<file path="config.mk">
export PLATFORM = sky130hd
export DESIGN_NAME = irq_inject_unit
export DESIGN_NICKNAME = d
export VERILOG_FILES = /design/src/rtl/irq_inject_pkg.sv /design/src/rtl/irq_level_sync.sv /design/src/rtl/opcode_select_reg.sv /design/src/rtl/irq_call_seq.sv /design/src/rtl/irq_inject_unit.sv
export SDC_FILE = /design/constraint.sdc
export NUM_CORES = 1
export LEC_CHECK = 0
export ABC_AREA = 1
export BUFFER_PORTS_ARGS = -buffer_cell sky130_fd_sc_hd__buf_2
export CAP_MARGIN = 30
export CORE_AREA = 5 5 53 55
export CTS_BUF_LIST = sky130_fd_sc_hd__clkbuf_8
export CTS_CLUSTER_SIZE = 28
export DETAILED_ROUTE_END_ITERATION = 8
export DIE_AREA = 0 0 58 60
export PLACE_DENSITY = 0.65
export SETUP_SLACK_MARGIN = 0.05
export SLEW_MARGIN = 20
export SYNTH_ARGS = -nofsm -noshare
export SYNTH_HDL_FRONTEND = slang
export SYNTH_SLANG_ARGS = --single-unit
</file>
<file path="constraint.sdc">
create_clock -name clk -period 1.72 [get_ports clk]
set_clock_uncertainty 0.2 [all_clocks]
set_input_delay 0.344 -clock clk [delete_from_list [all_inputs] [get_ports clk]]
set_output_delay 0.344 -clock clk [all_outputs]
set_load 0.02 [all_outputs]
</file>
<file path="src/rtl/irq_inject_pkg.sv">
package irq_inject_pkg;
    typedef enum logic [1:0] {
        ST_RUN    = 2'd0,
        ST_SAVE   = 2'd1,
        ST_VEC_LO = 2'd2,
        ST_VEC_HI = 2'd3
    } seq_state_t;
endpackage

</file>
<file path="src/rtl/irq_level_sync.sv">
module irq_level_sync #(
    parameter int STAGES = 2
) (
    input  logic clk,
    input  logic rst_n,
    input  logic d_async,
    output logic q_sync
);
    logic [STAGES-1:0] chain;

    generate
        if (STAGES == 1) begin : g_one
            always_ff @(posedge clk or negedge rst_n) begin
                if (!rst_n) chain <= '0;
                else        chain <= d_async;
            end
        end else begin : g_many
            always_ff @(posedge clk or negedge rst_n) begin
                if (!rst_n) chain <= '0;
                else        chain <= {chain[STAGES-2:0], d_async};
            end
        end
    endgenerate

    assign q_sync = chain[STAGES-1];
endmodule

</file>
<file path="src/rtl/opcode_select_reg.sv">
module opcode_select_reg #(
    parameter int              DATA_W     = 8,
    parameter logic [DATA_W-1:0] IRQ_OPCODE = '0
) (
    input  logic              clk,
    input  logic              rst_n,
    input  logic              load,
    input  logic              inject,
    input  logic [DATA_W-1:0] bus_data,
    output logic [DATA_W-1:0] op_q
);
    logic [DATA_W-1:0] op_next;

    always_comb begin
        op_next = inject ? IRQ_OPCODE : bus_data;
    end

    always_ff @(posedge clk or negedge rst_n) begin
        if (!rst_n)    op_q <= '0;
        else if (load) op_q <= op_next;
    end
endmodule

</file>
<file path="src/rtl/irq_call_seq.sv">
module irq_call_seq
    import irq_inject_pkg::*;
#(
    parameter int                ADDR_W   = 16,
    parameter logic [ADDR_W-1:0] VEC_ADDR = '1
) (
    input  logic              clk,
    input  logic              rst_n,
    input  logic              start,
    output logic              busy,
    output logic              save_ctx,
    output logic              vec_rd,
    output logic [ADDR_W-1:0] vec_addr
);
    seq_state_t state_q, state_d;

    always_ff @(posedge clk or negedge rst_n) begin
        if (!rst_n) state_q <= ST_RUN;
        else        state_q <= state_d;
    end

    always_comb begin
        state_d = state_q;
        unique case (state_q)
            ST_RUN:    if (start) state_d = ST_SAVE;
            ST_SAVE:   state_d = ST_VEC_LO;
            ST_VEC_LO: state_d = ST_VEC_HI;
            ST_VEC_HI: state_d = ST_RUN;
            default:   state_d = ST_RUN;
        endcase
    end

    always_comb begin
        busy     = 1'b1;
        save_ctx = 1'b0;
        vec_rd   = 1'b0;
        vec_addr = '0;
        unique case (state_q)
            ST_RUN:    busy = 1'b0;
            ST_SAVE:   save_ctx = 1'b1;
            ST_VEC_LO: begin
                vec_rd   = 1'b1;
                vec_addr = VEC_ADDR;
            end
            ST_VEC_HI: begin
                vec_rd   = 1'b1;
                vec_addr = VEC_ADDR + ADDR_W'(1);
            end
            default:   busy = 1'b0;
        endcase
    end
endmodule

</file>
<file path="src/rtl/irq_inject_unit.sv">
module irq_inject_unit #(
    parameter int                DATA_W      = 8,
    parameter int                ADDR_W      = 16,
    parameter int                SYNC_STAGES = 2,
    parameter logic [DATA_W-1:0] IRQ_OPCODE  = 8'h00,
    parameter logic [ADDR_W-1:0] VEC_ADDR    = 16'hFFFE
) (
    input  logic              clk,
    input  logic              rst_n,
    input  logic              irq_req,
    input  logic              fetch_en,
    input  logic [DATA_W-1:0] mem_data,
    input  logic              rti_strobe,
    output logic [DATA_W-1:0] opcode,
    output logic              irq_ack,
    output logic              irq_masked,
    output logic              seq_busy,
    output logic              save_ctx,
    output logic              vec_rd,
    output logic [ADDR_W-1:0] vec_addr
);
    logic irq_seen;
    logic fetch_ok;
    logic take;

    irq_level_sync #(.STAGES(SYNC_STAGES)) u_sync (
        .clk     (clk),
        .rst_n   (rst_n),
        .d_async (irq_req),
        .q_sync  (irq_seen)
    );

    assign fetch_ok = fetch_en & ~seq_busy;
    assign take     = fetch_ok & irq_seen & ~irq_masked;

    opcode_select_reg #(.DATA_W(DATA_W), .IRQ_OPCODE(IRQ_OPCODE)) u_opreg (
        .clk      (clk),
        .rst_n    (rst_n),
        .load     (fetch_ok),
        .inject   (take),
        .bus_data (mem_data),
        .op_q     (opcode)
    );

    always_ff @(posedge clk or negedge rst_n) begin
        if (!rst_n) begin
            irq_masked <= 1'b1;
            irq_ack    <= 1'b0;
        end else begin
            irq_ack <= take;
            if (take)            irq_masked <= 1'b1;
            else if (rti_strobe) irq_masked <= 1'b0;
        end
    end

    irq_call_seq #(.ADDR_W(ADDR_W), .VEC_ADDR(VEC_ADDR)) u_seq (
        .clk      (clk),
        .rst_n    (rst_n),
        .start    (take),
        .busy     (seq_busy),
        .save_ctx (save_ctx),
        .vec_rd   (vec_rd),
        .vec_addr (vec_addr)
    );
endmodule

</file>
==> impl_metrics.yaml, run 1 <==
global_routing:
  largest_net_degree_at_the_start_of_global_routing: 15
  initial_antenna_violation_count: 0
  overall_overflow_remaining_after_global_route: 0
  track_usage_pct: 9.64
  grt_pass1_wl_mm: 2.54
  grt_pass1_vias: 591
power_and_ir_drop:
  pwr_density_cell_nw_per_um2: 2430
  fin_total_pwr_w: 0.00258
  static-leakage-power_nw: 0.607
  vdd_ir_drop_max_uv: 1210
setup_path:
  worstPathArrival_ns: 1.33
  worst_path_max_delay_cell: "dfrtp_2"
  timing_worst_setup_path_type: "register to output port"
  end_kind: "output port"
  critPathMaxStageDelay_ns: 0.44
  worst-endpoint-required_ns: 1.18
  path_cells: "ha_2, or2_4, buf_2"
  worst-path-max-fanout: 8
  cpLargestDelayFamily: "flip-flops"
  startpoint_type: "register"
  critical_path_buffers_and_inverters: 1
clocking:
  cts_tree: "yes"
  clock_network_latency_to_the_later_pin_of_the_worst_skew_pair_ns: 0.24
  clk_path_buf_depth: 2
  numClockSinks: 14
  cts_root_buffer: "clkbuf_8"
  cts_htree_levels: 1
  cts_buffers: 3
  clk_pin_slew_ns: 0.06
cells_and_area:
  diodes: 0
  fraction_of_final_layout_cells_sized_beyond_drive_strength_1_pct: 54.4
  fillers: 231
  syn_to_final_growth_pct: 43.2
  layout.cells.most_common_list: "27 x buf_2, 21 x nand2_1, 12 x dfrtp_1"
  postLayoutCoreUtil_pct: 45.4
  layout.cells.most_common: "buf_2"
  summed_area_of_non_filler_cells_in_the_final_layout_um2: 1060
  design.final.nets: 133
yosys:
  syn-instance-count: 79
  yosysUniqueCellTypes: 13
  synth.yosys.seq_area_share_pct: 47.4
  synth-warning-count: 0
  synthTopCellsByArea: "dfrtp_1 44%, buf_4 15%, nand2_1 11%"
  post_synth_instance_area_um2: 742
  synth_top_area_share_pct: 43.8
  avgSynthCellArea_um2: 9.39
  syn-num-nets: 97
  synthDominantAreaCellType: "dfrtp_1"
  synth_seq_cells: 14
timing:
  timing.final.setup_violations: 17
  report.final.slew_viol_count: 0
  timing_worst_slew_pin_value_ns: 0.321
  fin_crit_sh_pct: 109
  final.min_clock_period_ns: 1.88
  max_freq_mhz: 533
  fin_ws_ns: -0.156
  max_slew_headroom_at_the_worst_pin_pct: 78.6
  final_hold_viol_count: 0
  rsz0062_at_grt: "true"
routing:
  ant_nets: 0
  drcViolationCount: 0
  routed_wl_mm: 1.66
  number_of_optimization_iterations_in_the_first_detailed_route_pass: 4
  routed_wire_length_per_instance_um: 11.5
  drt_iter0_drc: 8
  vias_per_std_cell: 4.36
  vias: 628
flow_run:
  max-cap-violations: 0
placement:
  io_buffers: 41
  place.gp.congestion: 0.651
  placed_area_um2: 877
  sum_of_net_half_perimeters_after_detailed_placement_mm: 1.18
  place_worst_setup_slack_ns: 0.0144
floorplanning:
  chipHeight_um: 60
  floorplan_die_area_um2: 3480
  top_level_ports: 42
  initial_standard_cell_utilization_of_the_core_pct: 31.7
  core_region_area_um2: 2340
  die_w_um: 58
  rows: 18
run_status:
  violations: "negative setup slack"
  run_status: "finished, violations left"
min_path:
  hold_path_class: "input pin to register"
[path summary, 6_finish.rpt]
path	start	cells past startpoint	end	slack, ns
min in group asynchronous	rst_n	2	u_opreg.op_q[4]	0.33
hold reg to reg	u_sync.chain[0]	0	u_sync.chain[1]	0.15
max in group asynchronous	rst_n	2	irq_masked	0.71
setup reg to reg	u_seq.state_q[1]	8	u_seq.state_q[1]	0.07
hold / removal	rti_strobe	2	irq_masked	0.03
setup / recovery	u_seq.state_q[1]	3	vec_addr[6]	-0.16
[registers in the layout, summed over array words and instances, names as in the netlist]
| name | count |
|---|---|
| irq_masked | 1 |
| u_seq.state_q | 2 |
| u_sync.chain | 2 |
| irq_ack | 1 |
| u_opreg.op_q | 8 |
[metal layers]
layer	GRT usage (%)	wire length, um
met4	2.98	0
met5	0	0
met2	18.1	825
met3	3.24	179
met1	10.1	650
[synthesized netlist by cell type]
library cell  count
nor2_4            1
nand3_1           9
nand2_1          21
o21ai_1           2
or2_2             2
dfrtp_1          13
dfstp_2           1
inv_6             1
inv_2             3
ha_1              5
nand2_4           2
buf_4            15
inv_1             4
[logic make-up after synthesis]
family          synth area share, %
simple gates                   22.9
buf+inv                        19.9
flops                          47.4
fa+ha+maj                      8.43
compound gates                 1.35
[power by group]
| part | switching (W) | internal [W] | total (W) | leakage, nW |
|---|---|---|---|---|
| Combinational | 0.00101 | 0.000730 | 0.00174 | 0.404 |
| Sequential | 0.0000777 | 0.000449 | 0.000527 | 0.174 |
| Clock | 0.000109 | 0.000202 | 0.000311 | 0.0288 |
| Total | 0.00120 | 0.00138 | 0.00258 | 0.607 |
[cell type report]
cell class / count / area (um2) / area share, %
inverters: 8 / 35.0 / 3.30
clock buffers: 4 / 55.1 / 5.18
well taps: 30 / 37.5 / 3.53
multi-input cells: 43 / 269 / 25.3
flip-flops and latches: 14 / 353 / 33.2
repair buffers: 45 / 313 / 29.4
[through the flow]
step	hold slack, ns	TNS, ns	instances
5_1_grt	0.0463	-3.63	144
3_5_place_dp	0.0597	0	135
2_1_floorplan	-0.152	0	79
6_report	0.0336	-2.58	144
3_3_place_gp	0.0514	0	135
4_1_cts	0.00450	-2.34	142
[timing repair]
action / 4_1_cts / 5_1_grt
setup endpoints to repair: 17 / 20
hold endpoints to repair: 13 / 1
buffers inserted: 1 / 1
pin swaps: 1 / 1
hold buffers: 1 / 1
gates cloned: 1 / 0
resized for setup: 18 / 11
No activity file was read; power rests on OpenSTA's default activity.
==> inputs of run 2 (changes only) <==
--- a/config.mk
+++ b/config.mk
@@ -13,7 +13,7 @@
 export CTS_CLUSTER_SIZE = 28
 export DETAILED_ROUTE_END_ITERATION = 8
 export DIE_AREA = 0 0 58 60
-export PLACE_DENSITY = 0.65
+export PLACE_DENSITY = 0.71
 export SETUP_SLACK_MARGIN = 0.05
 export SLEW_MARGIN = 20
 export SYNTH_ARGS = -nofsm -noshare
==> run 2 against run 1 <==
Against the previous run:
- the flow still finishes with violations (negative setup slack)
- via count increased by 1.6%
- register-to-register slack got worse by 0.07 ns
- worst hold slack got worse by 0.0015 ns
- critical endpoint is now vec_addr[3]
- fmax increased by 0.76%
- highest routed layer unchanged
- critical path depth unchanged
==> impl_metrics.yaml, run 2 (synthesized netlist as in run 1, its figures left out) <==
placement:
  numPlacedInstances: 135
  sum_of_net_half_perimeters_after_detailed_placement_mm: 1.24
  place_worst_setup_slack_ns: 0.0143
  io_buffers: 41
  place.gp.congestion: 0.660
cells_and_area:
  design.final.nets: 139
  layout.cells.most_common_list: "29 x buf_2, 20 x nand2_1, 17 x buf_4"
  syn_to_final_growth_pct: 51.6
  diodes: 0
  layout.cells.most_common: "buf_2"
  layoutNonFillerInstCount: 150
  layout_top_registers: "u_opreg.op_q: 8 flops, u_seq.state_q: 2 flops, u_sync.chain: 2 flops"
  largest_register: "u_opreg.op_q"
  fraction_of_final_layout_cells_sized_beyond_drive_strength_1_pct: 60.8
  largest_register_ff_count: 8
floorplanning:
  die_w_um: 58
  floorplan_die_area_um2: 3480
  chipHeight_um: 60
  rows: 18
  initial_standard_cell_utilization_of_the_core_pct: 31.7
  core_region_area_um2: 2340
  top_level_ports: 42
routing:
  routed_wl_mm: 1.69
  drt_iter0_drc: 5
  drcViolationCount: 0
  vias: 638
  number_of_optimization_iterations_in_the_first_detailed_route_pass: 4
  ant_nets: 0
  routed_wire_length_per_instance_um: 11.3
  vias_per_std_cell: 4.25
timing:
  rsz0062_at_grt: "true"
  final.min_clock_period_ns: 1.86
  final_hold_viol_count: 0
  fin_crit_sh_pct: 108
  fin_ws_ns: -0.142
  report.final.slew_viol_count: 0
  max_slew_headroom_at_the_worst_pin_pct: 78.9
  timing_worst_slew_pin_value_ns: 0.317
  timing.final.setup_violations: 19
  max_freq_mhz: 537
clocking:
  clk_path_buf_depth: 2
  numClockSinks: 14
  cts_root_buffer: "clkbuf_8"
  clk_pin_slew_ns: 0.06
  clock_network_latency_to_the_later_pin_of_the_worst_skew_pair_ns: 0.24
  cts_tree: "yes"
  cts_htree_levels: 1
  cts_buffers: 3
setup_path:
  worst-endpoint-required_ns: 1.18
  reg2regPathDepth: 11
  timing_worst_setup_path_type: "register to output port"
  startpoint_type: "register"
  worstPathArrival_ns: 1.32
  worst-path-max-fanout: 8
  end_kind: "output port"
min_path:
  hold_path_class: "input pin to register"
  hold_depth: 2
power_and_ir_drop:
  pwr_density_cell_nw_per_um2: 2370
  vdd_ir_drop_max_uv: 1220
  static-leakage-power_nw: 0.620
global_routing:
  track_usage_pct: 10.0
  largest_net_degree_at_the_start_of_global_routing: 15
  grt_pass1_vias: 614
  grt_pass1_wl_mm: 2.67
  initial_antenna_violation_count: 0
  overall_overflow_remaining_after_global_route: 0
flow_run:
  max-cap-violations: 0
run_status:
  violations: "negative setup slack"
  run_status: "finished, violations left"
[run 2: cell types whose count changed in the layout (fill, tap and decap cells not counted), moves of 2 or more]
cell / before / now
buf_2: 27 / 29
buf_4: 6 / 17
ha_4: 1 / 3
inv_1: 3 / 1
buf_6: 10 / 3
nand2_8: 0 / 2
nand2_4: 2 / 0
[run 2: worst max-delay path: stages (launching register included)]
cell and delay (ns):
dfrtp_2 0.45, ha_4 0.18, or2_4 0.28, buf_4 0.17
[run 2: area by class of cell]
class | instances | area, um2
Fill cell | 227 | 1220
Sequential cell | 14 | 354
Timing Repair Buffer | 51 | 327
Multi-Input combinational cell | 43 | 312
Clock buffer | 4 | 55.1
Inverter | 8 | 40.0
Tap cell | 30 | 37.5
[run 2: what timing repair did]
action                                  in CTS  in global routing
hold buffers                                 1                  1
endpoints found under the hold margin       13                  1
resized for setup                           13                 18
pin swaps                                    1                  2
setup buffers                                1                  7
endpoints found under the setup margin      17                 19
gates cloned                                 1                  0
[run 2: path summary, 6_finish.rpt]
| path | from | to | slack, ns |
|---|---|---|---|
| min in group asynchronous | rst_n | u_opreg.op_q[5] | 0.33 |
| min | rti_strobe | irq_masked | 0.03 |
| min reg2reg | u_sync.chain[0] | u_sync.chain[1] | 0.17 |
| max | u_seq.state_q[1] | vec_addr[3] | -0.14 |
| max reg2reg | u_seq.state_q[0] | u_seq.state_q[0] | 0 |
| max in group asynchronous | rst_n | irq_masked | 0.71 |
[run 2: routing by layer]
metal,global-route usage (%),wire [um]
met4,3.97,0
met2,18.1,832
met3,2.59,200
met5,0,0
met1,11.3,661
[run 2: power breakdown]
group | leakage [nW] | switching (W) | internal, W | total [W]
clock network | 0.0288 | 0.000109 | 0.000202 | 0.000311
registers | 0.173 | 0.000101 | 0.000452 | 0.000553
logic | 0.418 | 0.00103 | 0.000768 | 0.00180
[run 2: per-stage QoR]
step                area, um2  total power [W]  utilization [%]  hold WS, ns  TNS (ns)
floorplan                 747          0.00179                -       -0.152         0
global placement          877          0.00187             37.4       0.0460         0
detailed placement        877          0.00190             37.4       0.0638         0
CTS                      1000          0.00241             42.8     0.000286     -2.63
global route             1120          0.00285             48.0       0.0261     -3.42
finish                   1120          0.00266             48.0       0.0321     -2.36
==> inputs of run 3 (changes only) <==
--- a/config.mk
+++ b/config.mk
@@ -6,7 +6,7 @@
 export NUM_CORES = 1
 export LEC_CHECK = 0
 export ABC_AREA = 1
-export BUFFER_PORTS_ARGS = -buffer_cell sky130_fd_sc_hd__buf_2
+export BUFFER_PORTS_ARGS = -buffer_cell sky130_fd_sc_hd__buf_4
 export CAP_MARGIN = 30
 export CORE_AREA = 5 5 53 55
 export CTS_BUF_LIST = sky130_fd_sc_hd__clkbuf_8
==> run 3 against run 2 <==
Against the previous run:
- the flow still finishes with violations (negative setup slack)
- cell count fell by 2.7%
- clock-buffer cell count did not move
- sequential share of layout area fell by 0.73 points
- non-clock buffer count fell by 4
- via count fell by 2.0%
- highest routed layer is now met4
==> impl_metrics.yaml, run 3 (synthesized netlist as in run 1, its figures left out) <==
run_status:
  run_status: "finished, violations left"
  violations: "negative setup slack"
clocking:
  cts_htree_levels: 1
  clock_network_latency_to_the_later_pin_of_the_worst_skew_pair_ns: 0.24
  clk_pin_slew_ns: 0.06
  clk_path_buf_depth: 2
  numClockSinks: 14
  cts_root_buffer: "clkbuf_8"
  cts_tree: "yes"
  cts_buffers: 3
cells_and_area:
  layoutNonFillerInstCount: 146
  fillers: 221
  postLayoutCoreUtil_pct: 49.0
  fraction_of_final_layout_cells_sized_beyond_drive_strength_1_pct: 56.9
  syn_to_final_growth_pct: 54.6
  largest_register: "u_opreg.op_q"
  largest_register_ff_count: 8
  layout_top_registers: "u_opreg.op_q: 8 flops, u_seq.state_q: 2 flops, u_sync.chain: 2 flops"
  diodes: 0
  layout.cells.most_common: "buf_4"
  layout.cells.most_common_list: "35 x buf_4, 21 x nand2_1, 12 x dfrtp_1"
  design.final.nets: 135
floorplanning:
  chipHeight_um: 60
  floorplan_die_area_um2: 3480
  core_region_area_um2: 2340
  rows: 18
  top_level_ports: 42
  die_w_um: 58
  initial_standard_cell_utilization_of_the_core_pct: 31.7
setup_path:
  critPathMaxStageDelay_ns: 0.40
  worst-endpoint-required_ns: 1.18
  worst-path-max-fanout: 8
  timing_worst_setup_path_type: "register to output port"
  worstPathArrival_ns: 1.34
  path_cells: "inv_2, ha_4, or2_4, buf_4"
  critical_path_buffers_and_inverters: 2
  cpLargestDelayFamily: "flip-flops"
  startpoint_type: "register"
  worst_path_max_delay_cell: "dfrtp_1"
  end_kind: "output port"
placement:
  place.gp.congestion: 0.684
  sum_of_net_half_perimeters_after_detailed_placement_mm: 1.24
  numPlacedInstances: 136
  io_buffers: 41
  place_worst_setup_slack_ns: -0.00397
routing:
  routed_wl_mm: 1.67
  vias_per_std_cell: 4.28
  ant_nets: 0
  vias: 625
  drt_iter0_drc: 3
  drcViolationCount: 0
  number_of_optimization_iterations_in_the_first_detailed_route_pass: 3
  routed_wire_length_per_instance_um: 11.4
power_and_ir_drop:
  pwr_density_cell_nw_per_um2: 2360
  vdd_ir_drop_max_uv: 1080
  fin_total_pwr_w: 0.00271
  static-leakage-power_nw: 0.630
min_path:
  hold_path_class: "input pin to register"
global_routing:
  track_usage_pct: 10.3
  overall_overflow_remaining_after_global_route: 0
  grt_pass1_wl_mm: 2.67
  initial_antenna_violation_count: 0
  grt_pass1_vias: 626
  largest_net_degree_at_the_start_of_global_routing: 15
timing:
  final.setup.tns_ns: -2.60
  rsz0062_at_grt: "true"
  max_slew_headroom_at_the_worst_pin_pct: 84.2
  max_freq_mhz: 532
  report.final.slew_viol_count: 0
  final_hold_viol_count: 0
  timing_worst_slew_pin_value_ns: 0.237
  timing.final.setup_violations: 17
  final.min_clock_period_ns: 1.88
  fin_ws_ns: -0.159
  fin_crit_sh_pct: 109
flow_run:
  max-cap-violations: 0
==> run 3: power by group <==
group	total, W	switching (W)	internal, W	leakage, nW
Combinational	0.00185	0.00100	0.000845	0.428
Sequential	0.000541	0.0000910	0.000450	0.174
Clock	0.000321	0.000118	0.000203	0.0288
Total	0.00271	0.00121	0.00150	0.630
==> run 3: layout make-up <==
| class | count | area, um2 | area share, % |
|---|---|---|---|
| timing repair buffer | 47 | 395 | 34.5 |
| sequential | 14 | 353 | 30.8 |
| multi-input combinational | 43 | 272 | 23.7 |
| clock buffer | 4 | 55.1 | 4.80 |
| tap | 30 | 37.5 | 3.27 |
| inverter | 8 | 35.0 | 3.05 |
==> run 3: per-stage QoR <==
step	area [um2]	hold WS, ns
2_1_floorplan	747	-0.152
3_3_place_gp	987	0.000243
3_5_place_dp	987	0.00700
4_1_cts	1100	0.00196
5_1_grt	1150	0.0175
6_report	1150	0.0216
==> run 3: worst paths after layout <==
path	from	to	slack, ns	depth (start not counted)
min in group asynchronous	rst_n	u_opreg.op_q[6]	0.29	2
setup / recovery	u_seq.state_q[0]	vec_addr[4]	-0.16	4
max in group asynchronous	rst_n	irq_masked	0.80	2
hold / removal	rti_strobe	irq_masked	0.02	2
hold reg to reg	u_sync.chain[0]	u_sync.chain[1]	0.16	0
setup reg to reg	u_seq.state_q[0]	u_seq.state_q[0]	0.14	7
==> run 3: per-layer routing <==
| metal | global-route usage, % | wire length (um) | share of wire (%) |
|---|---|---|---|
| met1 | 12.1 | 672 | 40 |
| met5 | 0 | 0 | 0 |
| met2 | 15.8 | 741 | 44 |
| met3 | 4.97 | 238 | 14 |
| met4 | 4.97 | 15 | 0.90 |
==> run 3: what timing repair did <==
| action | 4_1_cts | 5_1_grt |
|---|---|---|
| resized for setup | 8 | 9 |
| hold buffers | 1 | 1 |
| setup endpoints to repair | 17 | 18 |
| buffers inserted | 2 | 1 |
| endpoints found under the hold margin | 14 | 1 |
| pin swaps | 1 | 4 |
| gates cloned | 1 | 0 |
